<file path="src/rtl/scb_pkg.sv">
package scb_pkg;
  localparam int unsigned NREG   = 16;
  localparam int unsigned QDEPTH = 8;   // power of two: pointers wrap by overflow
  localparam int unsigned NUNIT  = 4;

  localparam int unsigned RIDX_W = $clog2(NREG);
  localparam int unsigned QIDX_W = $clog2(QDEPTH);
  localparam int unsigned UIDX_W = $clog2(NUNIT);
  localparam int unsigned QCNT_W = $clog2(QDEPTH + 1);
  localparam int unsigned RCNT_W = $clog2(2 * QDEPTH + 1);

  typedef logic [RIDX_W-1:0] reg_t;
  typedef logic [UIDX_W-1:0] unit_t;
  typedef logic [QIDX_W-1:0] tag_t;

  typedef struct packed {
    logic  vld;
    reg_t  sa;
    reg_t  sb;
    reg_t  dst;
    unit_t unit;
  } slot_t;

  typedef struct packed {
    reg_t sa;
    reg_t sb;
    reg_t dst;
    logic done;
  } entry_t;

  // Slot is free of hazards against pending work and its unit can accept.
  function automatic logic slot_clear(slot_t s, logic [NREG-1:0] rd_busy,
                                      logic [NREG-1:0] wr_busy,
                                      logic [NUNIT-1:0] ufree);
    return !wr_busy[s.sa] && !wr_busy[s.sb] &&
           !rd_busy[s.dst] && !wr_busy[s.dst] && ufree[s.unit];
  endfunction

  // Younger slot conflicts with the older slot issuing in the same cycle.
  function automatic logic pair_clash(slot_t o, slot_t y);
    return (y.sa == o.dst) || (y.sb == o.dst) ||
           (y.dst == o.sa) || (y.dst == o.sb) ||
           (y.dst == o.dst) || (y.unit == o.unit);
  endfunction

  // Consecutive done entries at the head, at most two.
  function automatic logic [1:0] retire_sel(logic d0, logic d1,
                                            logic [QCNT_W-1:0] cnt);
    logic [1:0] m;
    m[0] = d0 && (cnt >= QCNT_W'(1));
    m[1] = m[0] && d1 && (cnt >= QCNT_W'(2));
    return m;
  endfunction
endpackage

</file>
<file path="src/rtl/scb_hazard.sv">
module scb_hazard
  import scb_pkg::*;
(
  input  slot_t             s0,
  input  slot_t             s1,
  input  logic [NREG-1:0]   rd_busy,
  input  logic [NREG-1:0]   wr_busy,
  input  logic [NUNIT-1:0]  ufree,
  input  logic [QCNT_W-1:0] q_count,
  output logic [1:0]        go,
  output logic [1:0]        blocked
);
  logic room_one, room_two;

  assign room_one = q_count < QCNT_W'(QDEPTH);
  assign room_two = q_count < QCNT_W'(QDEPTH - 1);

  always_comb begin
    go[0] = s0.vld && room_one && slot_clear(s0, rd_busy, wr_busy, ufree);
    go[1] = go[0] && s1.vld && room_two &&
            slot_clear(s1, rd_busy, wr_busy, ufree) && !pair_clash(s0, s1);
    blocked = {s1.vld && !go[1], s0.vld && !go[0]};
  end
endmodule

</file>
<file path="src/rtl/scb_queue.sv">
module scb_queue
  import scb_pkg::*;
(
  input  logic              clk,
  input  logic              rst_n,
  input  logic [1:0]        go,
  input  slot_t             s0,
  input  slot_t             s1,
  input  logic [1:0]        cmp_vld,
  input  tag_t              cmp_t0,
  input  tag_t              cmp_t1,
  output tag_t              tag0,
  output tag_t              tag1,
  output logic [QCNT_W-1:0] count,
  output logic [1:0]        ret_mask,
  output entry_t            ret_e0,
  output entry_t            ret_e1
);
  entry_t q [QDEPTH];
  tag_t   head, tail, head_nx;
  logic [QCNT_W-1:0] n_push, n_pop;

  assign head_nx  = head + QIDX_W'(1);
  assign tag0     = tail;
  assign tag1     = tail + QIDX_W'(1);
  assign ret_e0   = q[head];
  assign ret_e1   = q[head_nx];
  assign ret_mask = retire_sel(q[head].done, q[head_nx].done, count);
  assign n_push   = QCNT_W'(go[0]) + QCNT_W'(go[1]);
  assign n_pop    = QCNT_W'(ret_mask[0]) + QCNT_W'(ret_mask[1]);

  always_ff @(posedge clk or negedge rst_n) begin
    if (!rst_n) begin
      head  <= '0;
      tail  <= '0;
      count <= '0;
      for (int i = 0; i < QDEPTH; i++) q[i] <= '0;
    end else begin
      if (cmp_vld[0]) q[cmp_t0].done <= 1'b1;
      if (cmp_vld[1]) q[cmp_t1].done <= 1'b1;
      if (go[0]) q[tag0] <= '{sa: s0.sa, sb: s0.sb, dst: s0.dst, done: 1'b0};
      if (go[1]) q[tag1] <= '{sa: s1.sa, sb: s1.sb, dst: s1.dst, done: 1'b0};
      head  <= head + QIDX_W'(n_pop);
      tail  <= tail + QIDX_W'(n_push);
      count <= count + n_push - n_pop;
    end
  end
endmodule

</file>
<file path="src/rtl/scb_regtrack.sv">
module scb_regtrack
  import scb_pkg::*;
(
  input  logic            clk,
  input  logic            rst_n,
  input  logic [1:0]      go,
  input  slot_t           s0,
  input  slot_t           s1,
  input  logic [1:0]      ret_mask,
  input  entry_t          ret_e0,
  input  entry_t          ret_e1,
  output logic [NREG-1:0] rd_busy,
  output logic [NREG-1:0] wr_busy,
  output logic            rel_fault
);
  logic [NREG-1:0] fault;

  for (genvar r = 0; r < NREG; r++) begin : g_reg
    localparam reg_t ID = RIDX_W'(r);
    logic [RCNT_W-1:0] cnt, inc, dec;
    logic wr, set, clr;

    always_comb begin
      inc = RCNT_W'(go[0] && s0.sa == ID) + RCNT_W'(go[0] && s0.sb == ID) +
            RCNT_W'(go[1] && s1.sa == ID) + RCNT_W'(go[1] && s1.sb == ID);
      dec = RCNT_W'(ret_mask[0] && ret_e0.sa == ID) +
            RCNT_W'(ret_mask[0] && ret_e0.sb == ID) +
            RCNT_W'(ret_mask[1] && ret_e1.sa == ID) +
            RCNT_W'(ret_mask[1] && ret_e1.sb == ID);
      set = (go[0] && s0.dst == ID) || (go[1] && s1.dst == ID);
      clr = (ret_mask[0] && ret_e0.dst == ID) || (ret_mask[1] && ret_e1.dst == ID);
    end

    always_ff @(posedge clk or negedge rst_n) begin
      if (!rst_n) begin
        cnt <= '0;
        wr  <= 1'b0;
      end else begin
        cnt <= cnt + inc - dec;
        wr  <= (wr && !clr) || set;
      end
    end

    assign rd_busy[r] = |cnt;
    assign wr_busy[r] = wr;
    assign fault[r]   = (dec > cnt) || (clr && !wr);
  end

  assign rel_fault = |fault;
endmodule

</file>
<file path="src/rtl/scb_dual_issue.sv">
module scb_dual_issue
  import scb_pkg::*;
(
  input  logic              clk,
  input  logic              rst_n,
  input  logic              s0_valid,
  input  logic [RIDX_W-1:0] s0_src_a,
  input  logic [RIDX_W-1:0] s0_src_b,
  input  logic [RIDX_W-1:0] s0_dst,
  input  logic [UIDX_W-1:0] s0_unit,
  input  logic              s1_valid,
  input  logic [RIDX_W-1:0] s1_src_a,
  input  logic [RIDX_W-1:0] s1_src_b,
  input  logic [RIDX_W-1:0] s1_dst,
  input  logic [UIDX_W-1:0] s1_unit,
  input  logic [NUNIT-1:0]  unit_free,
  input  logic [1:0]        cmp_valid,
  input  logic [QIDX_W-1:0] cmp_tag0,
  input  logic [QIDX_W-1:0] cmp_tag1,
  output logic [1:0]        issue,
  output logic [QIDX_W-1:0] issue_tag0,
  output logic [QIDX_W-1:0] issue_tag1,
  output logic              fetch_stall,
  output logic [1:0]        retire_cnt
);
  slot_t             sl0, sl1;
  logic [NREG-1:0]   rd_busy, wr_busy;
  logic [QCNT_W-1:0] q_count;
  logic [1:0]        ret_mask, blocked;
  entry_t            ret_e0, ret_e1;
  logic              rel_fault;

  assign sl0 = '{vld: s0_valid, sa: s0_src_a, sb: s0_src_b, dst: s0_dst, unit: s0_unit};
  assign sl1 = '{vld: s1_valid, sa: s1_src_a, sb: s1_src_b, dst: s1_dst, unit: s1_unit};

  scb_hazard u_haz (
    .s0(sl0), .s1(sl1), .rd_busy(rd_busy), .wr_busy(wr_busy),
    .ufree(unit_free), .q_count(q_count), .go(issue), .blocked(blocked)
  );

  scb_queue u_q (
    .clk(clk), .rst_n(rst_n), .go(issue), .s0(sl0), .s1(sl1),
    .cmp_vld(cmp_valid), .cmp_t0(cmp_tag0), .cmp_t1(cmp_tag1),
    .tag0(issue_tag0), .tag1(issue_tag1), .count(q_count),
    .ret_mask(ret_mask), .ret_e0(ret_e0), .ret_e1(ret_e1)
  );

  scb_regtrack u_rt (
    .clk(clk), .rst_n(rst_n), .go(issue), .s0(sl0), .s1(sl1),
    .ret_mask(ret_mask), .ret_e0(ret_e0), .ret_e1(ret_e1),
    .rd_busy(rd_busy), .wr_busy(wr_busy), .rel_fault(rel_fault)
  );

  assign fetch_stall = |blocked;
  assign retire_cnt  = {1'b0, ret_mask[0]} + {1'b0, ret_mask[1]};
endmodule

</file>
<file path="config.mk">
export PLATFORM = sky130hd
export DESIGN_NAME = scb_dual_issue
export DESIGN_NICKNAME = d
export VERILOG_FILES = /design/src/rtl/scb_pkg.sv /design/src/rtl/scb_hazard.sv /design/src/rtl/scb_queue.sv /design/src/rtl/scb_regtrack.sv /design/src/rtl/scb_dual_issue.sv
export SDC_FILE = /design/constraint.sdc
export NUM_CORES = 1
export LEC_CHECK = 0
export BUFFER_PORTS_ARGS = -buffer_cell sky130_fd_sc_hd__clkbuf_2
export CAP_MARGIN = 20
export CORE_UTILIZATION = 45
export CTS_CLUSTER_DIAMETER = 150
export DETAILED_ROUTE_END_ITERATION = 7
export PLACE_DENSITY = 0.65
export SYNTH_ARGS = -nofsm -noshare
export SYNTH_HDL_FRONTEND = slang
export SYNTH_SLANG_ARGS = --single-unit
</file>
<file path="constraint.sdc">
create_clock -name clk -period 7.9 [get_ports clk]
set_input_delay 0.395 -clock clk [delete_from_list [all_inputs] [get_ports clk]]
set_output_delay 0.395 -clock clk [all_outputs]
set_load 0.02 [all_outputs]
</file>
### Word level (Yosys, flattened, before mapping)

Index checks and enable logic that the tools add are counted.
W data, S select, Z words.

* register bits: 210

* magnitude comparators: 22
* multiplexer cells: 42
* reductions and logical operators: 340
* bitwise operators: 6
* eq/ne operators: 186
* add/sub/neg operators: 137

Operators with widths (count)
* $bwmux W104: 4
* $mux W104: 4
* $eq A4 B4 Y1 const B: 96
* $add A5 B1 Y5: 64
* $logic_and A1 B1 Y1: 231
* $eq A4 B3 Y1 const B: 48
* $demux W13 S3: 4
* $eq A4 B2 Y1 const B: 24
* $add A5 B5 Y5: 16
* $reduce_or A5 Y1: 16
* $sub A5 B5 Y5: 16
* $bmux W13 S3: 2
* $mux W13: 6
* $add A1 B1 Y2: 35
* $logic_or A1 B1 Y1: 53
* $eq A4 B1 Y1 const B: 12
* $logic_not A4 Y1: 12
* $bmux W1 S4: 8
* $lt A4 B5 Y1 const B: 6
* $logic_not A1 Y1: 27
* $ge A4 B4 Y1 const B: 6
* $not A3 Y4: 6
* $eq A4 B4 Y1: 5
* $lt A4 B1 Y1 const B: 4
* other kinds (13): 28

### Logic depth before layout (Yosys ltp)

* depth after elaboration: 17
* depth in mapped cells: 22
* mapped depth without buffers: 20

### By module

A second synthesis with hierarchy kept.

* cell total of the unflattened synthesis: 1930
* area, all modules: 19851.5 sq um

Modules (own cells, without submodules)
* scb_regtrack: instances 1, area an instance 11059.4 sq um, cells an instance 1221, sequential area each 2402.3 sq um
* scb_queue: instances 1, area an instance 7468.4 sq um, cells an instance 548, sequential area each 2852.7 sq um
* scb_hazard: instances 1, area an instance 1305.0 sq um, cells an instance 159, sequential area each 0.0 sq um
* scb_dual_issue: instances 1, area an instance 18.8 sq um, cells an instance 2, sequential area each 0.0 sq um

### Worst setup path before layout

Ideal clock, no wire load.

* path type: register to register
* start: register u_q.head[0]
* end: register u_rt.g_reg[15].cnt[4]
* setup time: 0.124 ns
* required time: 7.776 ns
* clock period less this slack: 5.434 ns
* setup slack: 2.466 ns
* arrival: 5.310 ns
* cell stages (with the launch flop): 22
* path through: dfrtp_1 -> clkbuf_1 -> buf_2 -> buf_2 -> buf_2 -> mux4_2 -> mux2i_1 -> or2_2 -> or2_2 -> fa_1 -> inv_1 -> ha_1 -> ha_1 -> fa_1 -> inv_1 -> ha_1 -> inv_1 -> fa_1 -> inv_1 -> a21o_1 -> a21oi_1 -> xnor2_1

* cells in the longest elaborated chain, start to end: 11

RTL lines
* from (decl): line scb_queue.sv:20 `tag_t head, tail, head_nx;`
* from (signal assigned): line scb_queue.sv:43 `head <= head + QIDX_W'(n_pop);`
* branches (longest 9 deep; another with $add A5 B1 Y5)
* $add A5 B1 Y5 (*): line scb_regtrack.sv:28 `RCNT_W'(ret_mask[1] && ret_e1.sa == ID) +`
* $sub A5 B5 Y5 (*): line scb_regtrack.sv:39 `cnt <= cnt + inc - dec;`
* to (signal assigned): line scb_regtrack.sv:39
* to (decl): line scb_regtrack.sv:20 `logic [RCNT_W-1:0] cnt, inc, dec;`

Mark *: on every way between the ends. The select of a mux whose other input is x is not followed.

### Worst setup path in the final report

Ends and elaborated chain as after synthesis.

==> results.toml <==
[sta]
clock_skew_ns = 0.0333
drv_slew = 0
whs_ns = 0.259
min_period_ns = 6.16
hold_viol = 0
rsz0062_at_grt = "false"
worstMarginPinSlew_ns = 1.06
maxSlewHeadroom_pct = 29.1
setup_violations = 0
fin_crit_sh_pct = 78.0
worst_slack_ns = 1.74
fin_tns_setup_ns = 0
fmax_ghz = 0.162

[synthesis]
yosys-top-cells-area = "dfrtp_1 (29%), fa_1 (11%), ha_1 (10%), mux4_2 (9.0%), mux2_2 (8.3%)"
synthesis.instances = 1676
synth_warnings = 0
syn_avg_cell_area_um2 = 10.8
synth_edf_count = 0
ys_types = 61
synth_seq_cells = 210
synthArstFlopShare_pct = 100
synthesis.nets = 1963
ys.flop_type = "dfrtp_1"
ys_seq_area_share_pct = 28.9
netlist.top_cell.by_area = "dfrtp_1"
syn_area_um2 = 18200
synth_top_area_share_pct = 28.9

[route]
first_pass_iters = 5
route.detailed.drc = 0
post_drt_wl_per_cell_um = 24.2
vias_per_cell = 6.05
first_iter_violations = 1158
postRouteAntennaNets = 0
vias = 13394
wl_um = 53500

[grt]
grt_pass1_wl_um = 82600
grt-ovfl-total = 0
grt_pass1_vias = 13932
antenna_found_initial = 0
grt_use_total_pct = 26.4
grt_max_degree = 88

[worst_setup_path]
endpoint = "u_rt.g_reg[15].cnt[4]"
reg2reg_depth = 21
critPathLaunch = "u_q.head[0]"
worstPathRequired_ns = 8.33
crit_fanout = 22
worstPathArrival_ns = 6.59
crit_type = "reg2reg"
r2r_start = "u_q.head[0]"
worstReg2RegEnd = "u_rt.g_reg[15].cnt[4]"
r2r_slack_ns = 1.74
start_kind = "flip-flop"
end_kind = "flip-flop"

[finish]
drive_above_1_share_pct = 21.7
synthToLayoutAreaGrowth_pct = 8.71
fillers = 3554
nNetsFinal = 1958
final_cells = 2215
utilization_pct = 49.6
antenna_cells = 0

[place]
dp_hpwl_um = 38600
gp_congestion = 0.937
dp_slack_ns = 1.89
io_buffers = 54
dp.cells = 2167

[clock_tree]
cts_sinks = 210
cts_buffers = 26
cts-resized-gates = 0
cts-root-buf = "clkbuf_16"
h-tree-depth = 1
clk_pin_slew_ns = 0.06
clk_latency_ns = 0.57
cts_tree = "yes"
clock_path_buffers = 3

[pwr]
power_density_nw_per_um2 = 274
seqPwrFrac_pct = 27.9
switchingPower_mw = 2.15
leakagePower_nw = 9.35
ir_drop_v = 0.000185
power_frac_comb_pct = 48.3
clkPwrFrac_pct = 23.7
swShare_pct = 39.7
p_int_mw = 3.26

[flow_run]
cap_violations = 0

[floorplan]
dieArea_um2 = 41200
die_h_um = 203
ios = 55
coreArea_um2 = 39800
die_x_um = 203
initial_utilization_pct = 45.6
fp-row-count = 73

[min_path]
hold_class = "in2reg"

[status]
outcome = "complete, no violations"
[per-layer routing]
metal | GRT usage (%) | share of wire (%) | vias up
met2 | 43.2 | 47 | 604
met5 | 0 | 0 | -
met3 | 5.89 | 8.4 | 136
li1 | - | - | 5894
met1 | 34.3 | 41 | 6760
met4 | 9.80 | 3.8 | 0
[timing repair]
| action | CTS | global route |
|---|---|---|
| setup buffers | 0 | 0 |
| hold endpoints to repair | 85 | 0 |
| hold buffers | 1 | 0 |
[critical path, cell delays in order, from the launching register on]
cell	delay (ns)
dfrtp_2	0.79
ha_1	0.36
buf_4	0.22
mux4_2	0.24
mux2i_1	0.09
a21oi_1	0.51
nand2_1	0.36
nor2_1	0.47
nand4_1	0.18
fa_1	0.54
inv_1	0.05
ha_1	0.19
ha_1	0.29
fa_1	0.51
inv_1	0.04
ha_1	0.28
inv_1	0.06
fa_1	0.46
inv_1	0.07
a21o_1	0.10
a21oi_1	0.07
xnor2_1	0.12
[cells by family after synthesis]
logic type,Yosys count,share of synthesized area [%]
xor gates and xnor gates,78,3.76
AOI/OAI and AO/OA,151,5.56
muxes,297,22.8
DFF,210,28.9
buffers and inverters,323,6.90
and+or+nand+nor,374,11.3
adders and majority gates,243,20.8
[worst min path at each step]
stage	from	to	slack [ns]	cells past startpoint
2_1_floorplan	rst_n	u_q.count[0]	0.1	0
3_3_place_gp	rst_n	u_rt.g_reg[13].wr	0.44	1
6_report	cmp_tag0[1]	u_q.q[78]	0.26	4
5_1_grt	cmp_tag0[2]	u_q.q[78]	0.25	4
3_5_place_dp	rst_n	u_rt.g_reg[13].wr	0.46	1
4_1_cts	cmp_tag0[1]	u_q.q[78]	0.23	4
[state kept, by name (all words and copies together), names as in the netlist]
register,count
u_q.head,3
u_q.tag0,3
u_rt.g.cnt,80
u_q.q,104
u_rt.g.wr,16
u_q.count,4
[cells in the mapped netlist (32+ instances only)]
cell,instances
a21oi_1,48
inv_1,215
ha_1,145
xnor2_1,56
mux2_2,134
clkbuf_1,69
dfrtp_1,210
nand2_1,52
nor2_1,82
nor4_1,48
mux2i_1,71
nor3_1,43
mux4_2,73
nand2b_1,32
fa_1,98
[final cells by class]
cell class / count / area [µm²] / share of cell area (%)
Clock inverter: 16 / 200 / 1.01
Clock buffer: 31 / 709 / 3.59
Inverter: 215 / 807 / 4.08
Multi-Input combinational cell: 1143 / 11700 / 59.1
Timing Repair Buffer: 75 / 448 / 2.27
Sequential cell: 210 / 5260 / 26.6
Tap cell: 525 / 657 / 3.32
[layout by cell type, fill, tap and decap left out, types with 5 or more instances in the layout]
master	Yosys	routed
a21o_1	19	19
a21oi_1	48	48
buf_4	0	19
clkbuf_16	0	26
clkbuf_2	0	53
clkinv_2	0	8
dfrtp_1	210	209
fa_1	98	98
ha_1	145	145
inv_1	215	215
mux2_2	134	134
mux2_4	18	18
mux2i_1	71	71
mux4_2	73	73
nand2_1	52	52
nand2b_1	32	32
nand3_1	18	18
nand3b_1	13	13
nand4_1	14	14
nor2_1	82	82
nor2b_1	9	9
nor3_1	43	43
nor4_1	48	48
o21ai_0	22	22
o221ai_1	18	18
o22ai_1	7	7
o31a_1	16	16
o32ai_1	5	5
or2_2	10	10
or3_1	9	9
or3b_2	5	5
or4_1	21	21
xnor2_1	56	56
xor2_1	22	21
[power by group through the flow]
stage               logic (mW)  registers, mW  clock network (mW)
floorplan                 2.02           1.45                   0
global placement          2.50           1.52                   0
detailed placement        2.62           1.53                   0
CTS                       2.63           1.51                1.30
global route              2.94           1.54                1.34
finish                    2.61           1.51                1.28
[through the flow]
stage               cell area (µm²)  total power [mW]
global placement              18800              4.02
floorplan                     18200              3.46
finish                        19800              5.41
CTS                           19800              5.44
global route                  19800              5.82
detailed placement            18800              4.15
Power figures use the tool's default switching activity.
